==> src/rtl/trig_counter_pkg.sv <==
package trig_counter_pkg;
  localparam int CNT_W       = 16;
  localparam int ADDR_W      = 2;
  localparam int SYNC_STAGES = 2;
  localparam logic [2:0] MODE_TRIGGER = 3'b110;
  localparam logic [2:0] SRC_TRIGPIN  = 3'b101;
  localparam logic [ADDR_W-1:0] ADDR_CTRL   = 2'd0;
  localparam logic [ADDR_W-1:0] ADDR_MODE   = 2'd1;
  localparam logic [ADDR_W-1:0] ADDR_STATUS = 2'd2;
  localparam logic [ADDR_W-1:0] ADDR_COUNT  = 2'd3;

  typedef struct packed {
    logic inc;
    logic load;
  } cntStrobe_t;
endpackage

==> src/rtl/edge_sync.sv <==
module edge_sync #(
  parameter int STAGES = 2
) (
  input  logic clk,
  input  logic rstN,
  input  logic pinIn,
  input  logic detectFall,
  output logic edgeHit
);
  logic [STAGES-1:0] chain;
  logic prevLevel;
  logic syncLevel;

  assign syncLevel = chain[STAGES-1];

  always_ff @(posedge clk or negedge rstN) begin
    if (!rstN) begin
      chain     <= '0;
      prevLevel <= 1'b0;
    end else begin
      chain     <= {chain[STAGES-2:0], pinIn};
      prevLevel <= syncLevel;
    end
  end

  assign edgeHit = detectFall ? (prevLevel & ~syncLevel) : (syncLevel & ~prevLevel);
endmodule

==> src/rtl/trig_ctrl.sv <==
module trig_ctrl
  import trig_counter_pkg::*;
(
  input  logic              clk,
  input  logic              rstN,
  input  logic              trigPin,
  input  logic              eventPin,
  input  logic              dbgHalt,
  input  logic              wrEn,
  input  logic [ADDR_W-1:0] addr,
  input  logic [CNT_W-1:0]  wrData,
  output cntStrobe_t        strobe,
  output logic [CNT_W-1:0]  loadVal,
  output logic              runBit,
  output logic              freezeBit,
  output logic              fallBit,
  output logic [2:0]        slaveMode,
  output logic [2:0]        trigSrc,
  output logic              trigFlag
);
  logic trigEdge, eventRise;
  logic flagSet, runSet;
  logic wrCtrl, wrMode, wrStatus;

  edge_sync #(.STAGES(SYNC_STAGES)) i_trigSync (
    .clk(clk), .rstN(rstN), .pinIn(trigPin), .detectFall(fallBit), .edgeHit(trigEdge));

  edge_sync #(.STAGES(SYNC_STAGES)) i_eventSync (
    .clk(clk), .rstN(rstN), .pinIn(eventPin), .detectFall(1'b0), .edgeHit(eventRise));

  assign wrCtrl   = wrEn && (addr == ADDR_CTRL);
  assign wrMode   = wrEn && (addr == ADDR_MODE);
  assign wrStatus = wrEn && (addr == ADDR_STATUS);

  assign flagSet = trigEdge && (trigSrc == SRC_TRIGPIN);
  assign runSet  = flagSet && (slaveMode == MODE_TRIGGER);

  always_ff @(posedge clk or negedge rstN) begin
    if (!rstN) begin
      runBit    <= 1'b0;
      freezeBit <= 1'b0;
      fallBit   <= 1'b0;
      slaveMode <= 3'd0;
      trigSrc   <= 3'd0;
      trigFlag  <= 1'b0;
    end else begin
      if (wrCtrl) begin
        freezeBit <= wrData[1];
        fallBit   <= wrData[2];
      end
      if (runSet)      runBit <= 1'b1;
      else if (wrCtrl) runBit <= wrData[0];
      if (wrMode) begin
        slaveMode <= wrData[2:0];
        trigSrc   <= wrData[6:4];
      end
      if (flagSet)                    trigFlag <= 1'b1;
      else if (wrStatus && !wrData[0]) trigFlag <= 1'b0;
    end
  end

  assign strobe.load = wrEn && (addr == ADDR_COUNT);
  assign strobe.inc  = eventRise && runBit && !(dbgHalt && freezeBit);
  assign loadVal     = wrData;
endmodule

==> src/rtl/trig_datapath.sv <==
module trig_datapath
  import trig_counter_pkg::*;
(
  input  logic             clk,
  input  logic             rstN,
  input  cntStrobe_t       strobe,
  input  logic [CNT_W-1:0] loadVal,
  output logic [CNT_W-1:0] cntValue
);
  always_ff @(posedge clk or negedge rstN) begin
    if (!rstN)            cntValue <= '0;
    else if (strobe.load) cntValue <= loadVal;
    else if (strobe.inc)  cntValue <= cntValue + 1'b1;
  end
endmodule

==> src/rtl/trig_gated_counter.sv <==
module trig_gated_counter
  import trig_counter_pkg::*;
(
  input  logic              clk,
  input  logic              rstN,
  input  logic              trigPin,
  input  logic              eventPin,
  input  logic              dbgHalt,
  input  logic              wrEn,
  input  logic [ADDR_W-1:0] addr,
  input  logic [CNT_W-1:0]  wrData,
  output logic [CNT_W-1:0]  rdData
);
  cntStrobe_t       strobe;
  logic [CNT_W-1:0] loadVal, cntValue;
  logic             runBit, freezeBit, fallBit, trigFlag;
  logic [2:0]       slaveMode, trigSrc;

  trig_ctrl i_ctrl (
    .clk(clk), .rstN(rstN), .trigPin(trigPin), .eventPin(eventPin), .dbgHalt(dbgHalt),
    .wrEn(wrEn), .addr(addr), .wrData(wrData), .strobe(strobe), .loadVal(loadVal),
    .runBit(runBit), .freezeBit(freezeBit), .fallBit(fallBit), .slaveMode(slaveMode),
    .trigSrc(trigSrc), .trigFlag(trigFlag));

  trig_datapath i_dp (
    .clk(clk), .rstN(rstN), .strobe(strobe), .loadVal(loadVal), .cntValue(cntValue));

  always_comb begin
    rdData = '0;
    unique case (addr)
      ADDR_CTRL:   rdData[2:0] = {fallBit, freezeBit, runBit};
      ADDR_MODE:   rdData[6:0] = {trigSrc, 1'b0, slaveMode};
      ADDR_STATUS: rdData[0]   = trigFlag;
      default:     rdData      = cntValue;
    endcase
  end
endmodule

==> config.mk <==
export PLATFORM = sky130hd
export DESIGN_NAME = trig_gated_counter
export DESIGN_NICKNAME = d
export VERILOG_FILES = /design/src/rtl/trig_counter_pkg.sv /design/src/rtl/edge_sync.sv /design/src/rtl/trig_ctrl.sv /design/src/rtl/trig_datapath.sv /design/src/rtl/trig_gated_counter.sv
export SDC_FILE = /design/constraint.sdc
export NUM_CORES = 1
export LEC_CHECK = 0
export ABC_AREA = 0
export ABC_CLOCK_PERIOD_IN_PS = 3020
export BUFFER_PORTS_ARGS = -buffer_cell sky130_fd_sc_hd__buf_2
export CAP_MARGIN = 25
export CORE_AREA = 3 3 50 71
export CTS_CLUSTER_DIAMETER = 150
export DETAILED_ROUTE_END_ITERATION = 10
export DIE_AREA = 0 0 53 74
export MAX_ROUTING_LAYER = met4
export PLACE_DENSITY = 0.82
export SYNTH_ARGS = -nofsm -noshare
export SYNTH_HDL_FRONTEND = slang
export SYNTH_SLANG_ARGS = --single-unit
==> constraint.sdc <==
create_clock -name clk -period 3.02 [get_ports clk]
set_clock_uncertainty 0.2 [all_clocks]
set_input_delay 0.906 -clock clk [delete_from_list [all_inputs] [get_ports clk]]
set_output_delay 0.906 -clock clk [all_outputs]
set_load 0.02 [all_outputs]
==> metrics, run 1 <==
run status finished clean; utilization after layout 0.674; top_reg_cell synth dfrtp_1; unique cell type count in the Yosys netlist 33; Tot GR Track Use 0.223; Multi-input gate area 850 um^2; final worst setup slack 0.157 ns; setup violators final 0; layout cell share with drive strength beyond 1 0.312; Post-synth top cells dfrtp_1, nand2_1, and3_1; clock-pin slew on the worst setup and hold paths 0.07 ns; Routed Antenna Nets 0; ranking of synthesized cells by area dfrtp_1, nand2_1, mux2_2; TritonCTS Buffers 5; Filler cells 243; row count 24; Die Width 53 um; vias in the first global route 1378; first-pass GRT wire length 6110 um; sequential cell area fraction in the yosys report 0.475; Die Ht 74 um; largest fanout on the critical path 22; max_slew headroom 0.544; final hold violations 0; cells resized by post-CTS repair 0; IR drop worst, VDD 0.443 mV; Hold Slack 0.154 ns; Async SR Flop Fraction 1.00; worst min path class reg2reg; maximum clock rate 0.349 GHz; I/O Buffers 39; grt ovf 0; Non-Filler Instances 244; measured slew at the worst slew-check pin 0.683 ns; FF+latch area 801 um^2; Critical Setup Path Class in2out; via density per instance 5.57; Slew Limit Fails 0; area leader, netlist dfrtp_1; core box area 3030 um^2; total power 1.30 mW; DR iter-0 viols 38; Initial Util 0.556; setup slack at placement 0.162 ns; Leakage 0.963 nW; area post-placement 1920 um^2; fin crit period 2.86 ns; Seq cells post-synth 32; hold buffers post-CTS 0; Critical Path RT 1.91 ns; 1st-pass router iterations 4; mean post-synth cell area 10.3 um^2; Yosys warnings 0; CTS Root Cell clkbuf_8; Cells after DPL 236; DRC 0; post-CTS setup buffer count 0; largest net degree at the start of global routing 33; setup TNS 0 ns; CP endpoint kind primary output; CTS tree done; Syn Nets 189; CTS sink count 32; diodes inserted 0; Clk Latency, worst-skew pair 0.28 ns; most frequent cell after synthesis dfrtp_1; period utilisation layout 0.948; WL per Instance 14.7 um; max-cap violation count 0; Area Growth Syn to Fin 21.1%; RSZ-0062 raised after global routing no; post-synth design cell area 1690 um^2; die area 3920 um^2; Worst setup SP type input port; design area 2040 um^2; initial antenna violation count 0; WL final 3590 um; clock buffer depth 2; cells after synthesis 164; Final GP Congestion 0.838; Post-synth EDFFs 0; dpl hpwl 2650 um; arrival time worst endpoint 1.76 ns; vias 1358; H-tree levels 2; pwr dens 638 nW/um^2; nets@finish 229; Top Ports 40; Yosys top cell area share 0.475
## kinds of logic (layout without fill, tap and decap cells)
logic type      Yosys count  in the layout  share of synthesized area
simple gates             71             71                      0.247
mux                      16             16                      0.108
fa+ha+maj                 1              1                    0.00742
buf+inv                   9             50                     0.0215
xor+xnor                 15             15                     0.0779
compound gates           20             20                     0.0631
flops                    32             32                      0.475
## report_power, final
group | leakage (nW) | total [mW] | internal (mW) | switching (mW)
registers | 0.387 | 0.598 | 0.511 | 0.0865
logic | 0.511 | 0.262 | 0.127 | 0.134
clock network | 0.0645 | 0.444 | 0.291 | 0.153
## layer usage
layer / global-route usage / vias to the layer above / part of all wire
met5: - / - / 0
met2: 0.359 / 46 / 0.52
met3: 0.0641 / 8 / 0.055
met4: 0.102 / 0 / 0.021
li1: - / 650 / -
met1: 0.255 / 654 / 0.41
## flip-flops by register name, indices dropped and copies added, names as in the netlist
signal,count
i_ctrl.trigFlag,1
i_ctrl.i_eventSync.prevLevel,1
i_ctrl.trigSrc,3
i_ctrl.runBit,1
i_dp.cntValue,16
i_ctrl.i_trigSync.prevLevel,1
i_ctrl.slaveMode,3
i_ctrl.i_eventSync.chain,2
i_ctrl.i_trigSync.chain,2
i_ctrl.freezeBit,1
i_ctrl.fallBit,1
## final cells by class
type	count	area share
flip-flops and latches	32	0.392
well taps	39	0.0239
clock inverters	1	0.0147
multi-input cells	123	0.416
clock buffers	7	0.0472
repair buffers	42	0.107
## path summary, 6_finish.rpt
path	startpoint	end	slack, ns	cells after the start
min	i_ctrl.i_trigSync.chain[0]	i_ctrl.i_trigSync.chain[1]	0.15	0
min reg2reg	i_ctrl.i_trigSync.chain[0]	i_ctrl.i_trigSync.chain[1]	0.15	0
max in group asynchronous	rstN	i_dp.cntValue[12]	1.72	1
max	addr[1]	rdData[0]	0.16	3
max reg2reg	i_ctrl.runBit	i_dp.cntValue[15]	1.28	5
min in group asynchronous	rstN	i_ctrl.runBit	0.46	1
## layout by cell type, fill, tap and decap left out, drive strengths merged
| master | count |
|---|---|
| dfrtp | 32 |
| nor2 | 3 |
| nor3b | 1 |
| o31ai | 1 |
| and3b | 1 |
| xor2 | 8 |
| mux2 | 8 |
| bufinv | 1 |
| o21ai | 19 |
| nor3 | 2 |
| ha | 1 |
| nand4b | 1 |
| nand4 | 3 |
| mux2i | 7 |
| nand2 | 29 |
| nand4bb | 1 |
| nand3 | 4 |
| clkbuf | 7 |
| and4 | 2 |
| nand2b | 1 |
| nor2b | 3 |
| mux4 | 1 |
| and2 | 2 |
| nand3b | 2 |
| xnor2 | 7 |
| buf | 42 |
| and3 | 15 |
| nor4 | 1 |
## worst max-delay path, cell delays in order
cell    delay, ns
buf_2        0.32
mux4_2       0.36
buf_2        0.17
Power figures use the tool's default switching activity.
==> run 2: changes to the inputs <==
CORE_AREA = 3 3 53 75   (was 3 3 50 71)
DIE_AREA = 0 0 56 78   (was 0 0 53 74)
PLACE_DENSITY = 0.81   (was 0.82)
REMOVE_ABC_BUFFERS = 1   (was unset)
SYNTH_HIERARCHICAL = 1   (was unset)
==> metrics, run 2 <==
run status finished clean; Yosys top cell area share 0.417; CTS tree done; die area 4370 um^2; CP endpoint kind primary output; utilization after layout 0.632; Top Ports 40; clock buffer depth 2; Die Ht 78 um; IR drop worst, VDD 0.512 mV; TritonCTS Buffers 5; Slew Limit Fails 0; largest net degree at the start of global routing 34; clock-pin slew on the worst setup and hold paths 0.07 ns; Final GP Congestion 0.772; final hold violations 0; R2R Setup Slk 0.89 ns; Post-synth EDFFs 0; dpl hpwl 2660 um; mux contribution to synthesized area 0.0932; Reg with most FFs i_dp/cntValue; WL final 3690 um; most frequent cells in the layout buf_2, dfrtp_1, nand2_1; fin crit period 2.92 ns; first-pass GRT wire length 6450 um; Critical Path Most Common Cell buf_2; hold buffers post-CTS 0; arrival time worst endpoint 1.82 ns; CP cell instances buf_2 -> mux4_2 -> buf_2; area leader, netlist dfrtp_1; Initial Util 0.568; final worst setup slack 0.0958 ns; WL per Instance 14.6 um; top_reg_cell synth dfrtp_1; sequential cell area fraction in the yosys report 0.417; CTS sink count 32; largest family of logic cells by synthesized area simple AND/OR/NAND/NOR gates; row count 25; maximum clock rate 0.342 GHz; I/O Buffers 39; post-synth design cell area 1920 um^2; H-tree levels 2; 1st-pass router iterations 4; DRC 0; Worst path slowest cell mux4_2; RSZ-0062 raised after global routing no; Worst setup SP type input port; Clk Latency, worst-skew pair 0.29 ns; cells resized by post-CTS repair 0; Leakage 0.985 nW; post-CTS setup buffer count 0; Critical Path RT 1.91 ns; CTS Root Cell clkbuf_8; Seq cells post-synth 32; largest fanout on the critical path 9; setup violators final 0; grt ovf 0; Tot GR Track Use 0.196; most frequent cell after synthesis dfrtp_1; Synth Area in XOR/XNOR 0.0548; max incr delay on CP 0.53 ns; unique cell type count in the Yosys netlist 45; mean post-synth cell area 10.4 um^2; layout cell share with drive strength beyond 1 0.362; nets@finish 237; vias in the first global route 1405; Critical Setup Path Class in2out; vias 1381; cells after synthesis 184; ranking of synthesized cells by area dfrtp_1, buf_4, mux2_2; DR iter-0 viols 47; Synth Area in Adders 0.00652; measured slew at the worst slew-check pin 0.725 ns; via density per instance 5.46; period utilisation layout 0.968; Compound-Gate Fraction of Synth Area 0.0828; Post-Synth Simple-Gate Area 0.247; Top Registers i_dp/cntValue (16), i_ctrl/slaveMode (3), i_ctrl/trigSrc (3); max-cap violation count 0; Die Width 56 um; diodes inserted 0; most common cell after layout, fill and taps aside buf_2; core box area 3380 um^2; max_slew headroom 0.516; setup slack at placement 0.0947 ns; initial antenna violation count 0; setup TNS 0 ns; Yosys warnings 6; Routed Antenna Nets 0; pwr dens 574 nW/um^2; Async SR Flop Fraction 1.00; Area Growth Syn to Fin 11.3%; Post-synth top cells dfrtp_1, nand2_1, buf_4; worst min path class reg2reg; number of flip-flops in the largest register 16
==> run 2: cell count changes after synthesis, sizes merged, moves of 3 or more <==
cell    before  now
buf          3   19
nand2       29   19
inv          0    6
mux2i        7    4
nand2b       1    4
o21ai       19   16
xor2         8    5
==> run 2: kinds of logic (layout without fill, tap and decap cells) <==
| logic type | count (synthesis) | after routing |
|---|---|---|
| XOR/XNOR | 12 | 12 |
| flip-flops | 32 | 32 |
| adder cells (fa/ha/maj) | 1 | 1 |
| other | 1 | 2 |
| AO/OA/AOI/OAI | 25 | 25 |
| AND/OR/NAND/NOR | 68 | 68 |
| multiplexers | 15 | 15 |
| buffers and inverters | 30 | 58 |
==> run 2: final cells by class <==
cell class / count / area [um^2]
tap: 40 / 50.0
clock buffer: 5 / 68.8
sequential: 32 / 801
inverter: 6 / 22.5
clock inverter: 3 / 23.8
fill: 291 / 1240
multi-input combinational: 123 / 937
timing repair buffer: 44 / 233
==> run 2: final timing paths <==
kind	startpoint	endpoint	depth (start not counted)
max in group asynchronous	rstN	i_ctrl/i_eventSync/prevLevel	1
min reg2reg	i_ctrl/i_trigSync/chain[0]	i_ctrl/i_trigSync/chain[1]	0
max	addr[1]	rdData[0]	3
min in group asynchronous	rstN	i_dp/cntValue[0]	1
min	i_ctrl/i_trigSync/chain[0]	i_ctrl/i_trigSync/chain[1]	0
max reg2reg	i_ctrl/i_eventSync/prevLevel	i_dp/cntValue[12]	9
==> run 2: per-layer routing <==
metal	GRT usage	wire, um	share of wire
met4	0.0713	58	0.016
met3	0.0566	200	0.054
met1	0.229	1570	0.43
met2	0.319	1860	0.50
met5	-	0	0
==> run 2: stage by stage <==
step | area, um^2 | total power [mW] | instances | hold WS (ns)
after floorplan | 1760 | 0.789 | 161 | 0.131
after global placement | 2040 | 0.890 | 245 | 0.132
after detailed placement | 2040 | 0.898 | 245 | 0.142
after CTS | 2140 | 1.24 | 253 | 0.159
after global routing | 2140 | 1.31 | 253 | 0.169
final | 2140 | 1.23 | 253 | 0.158
==> run 2: power by group <==
group | switching, mW | internal (mW) | total, mW
Combinational | 0.138 | 0.141 | 0.278
Sequential | 0.102 | 0.509 | 0.612
Clock | 0.172 | 0.163 | 0.335
==> run 2: critical path, delay by kind of cell <==
| family | cells | cell delay, ns |
|---|---|---|
| muxes | 1 | 0.53 |
| buffers and inverters | 2 | 0.37 |
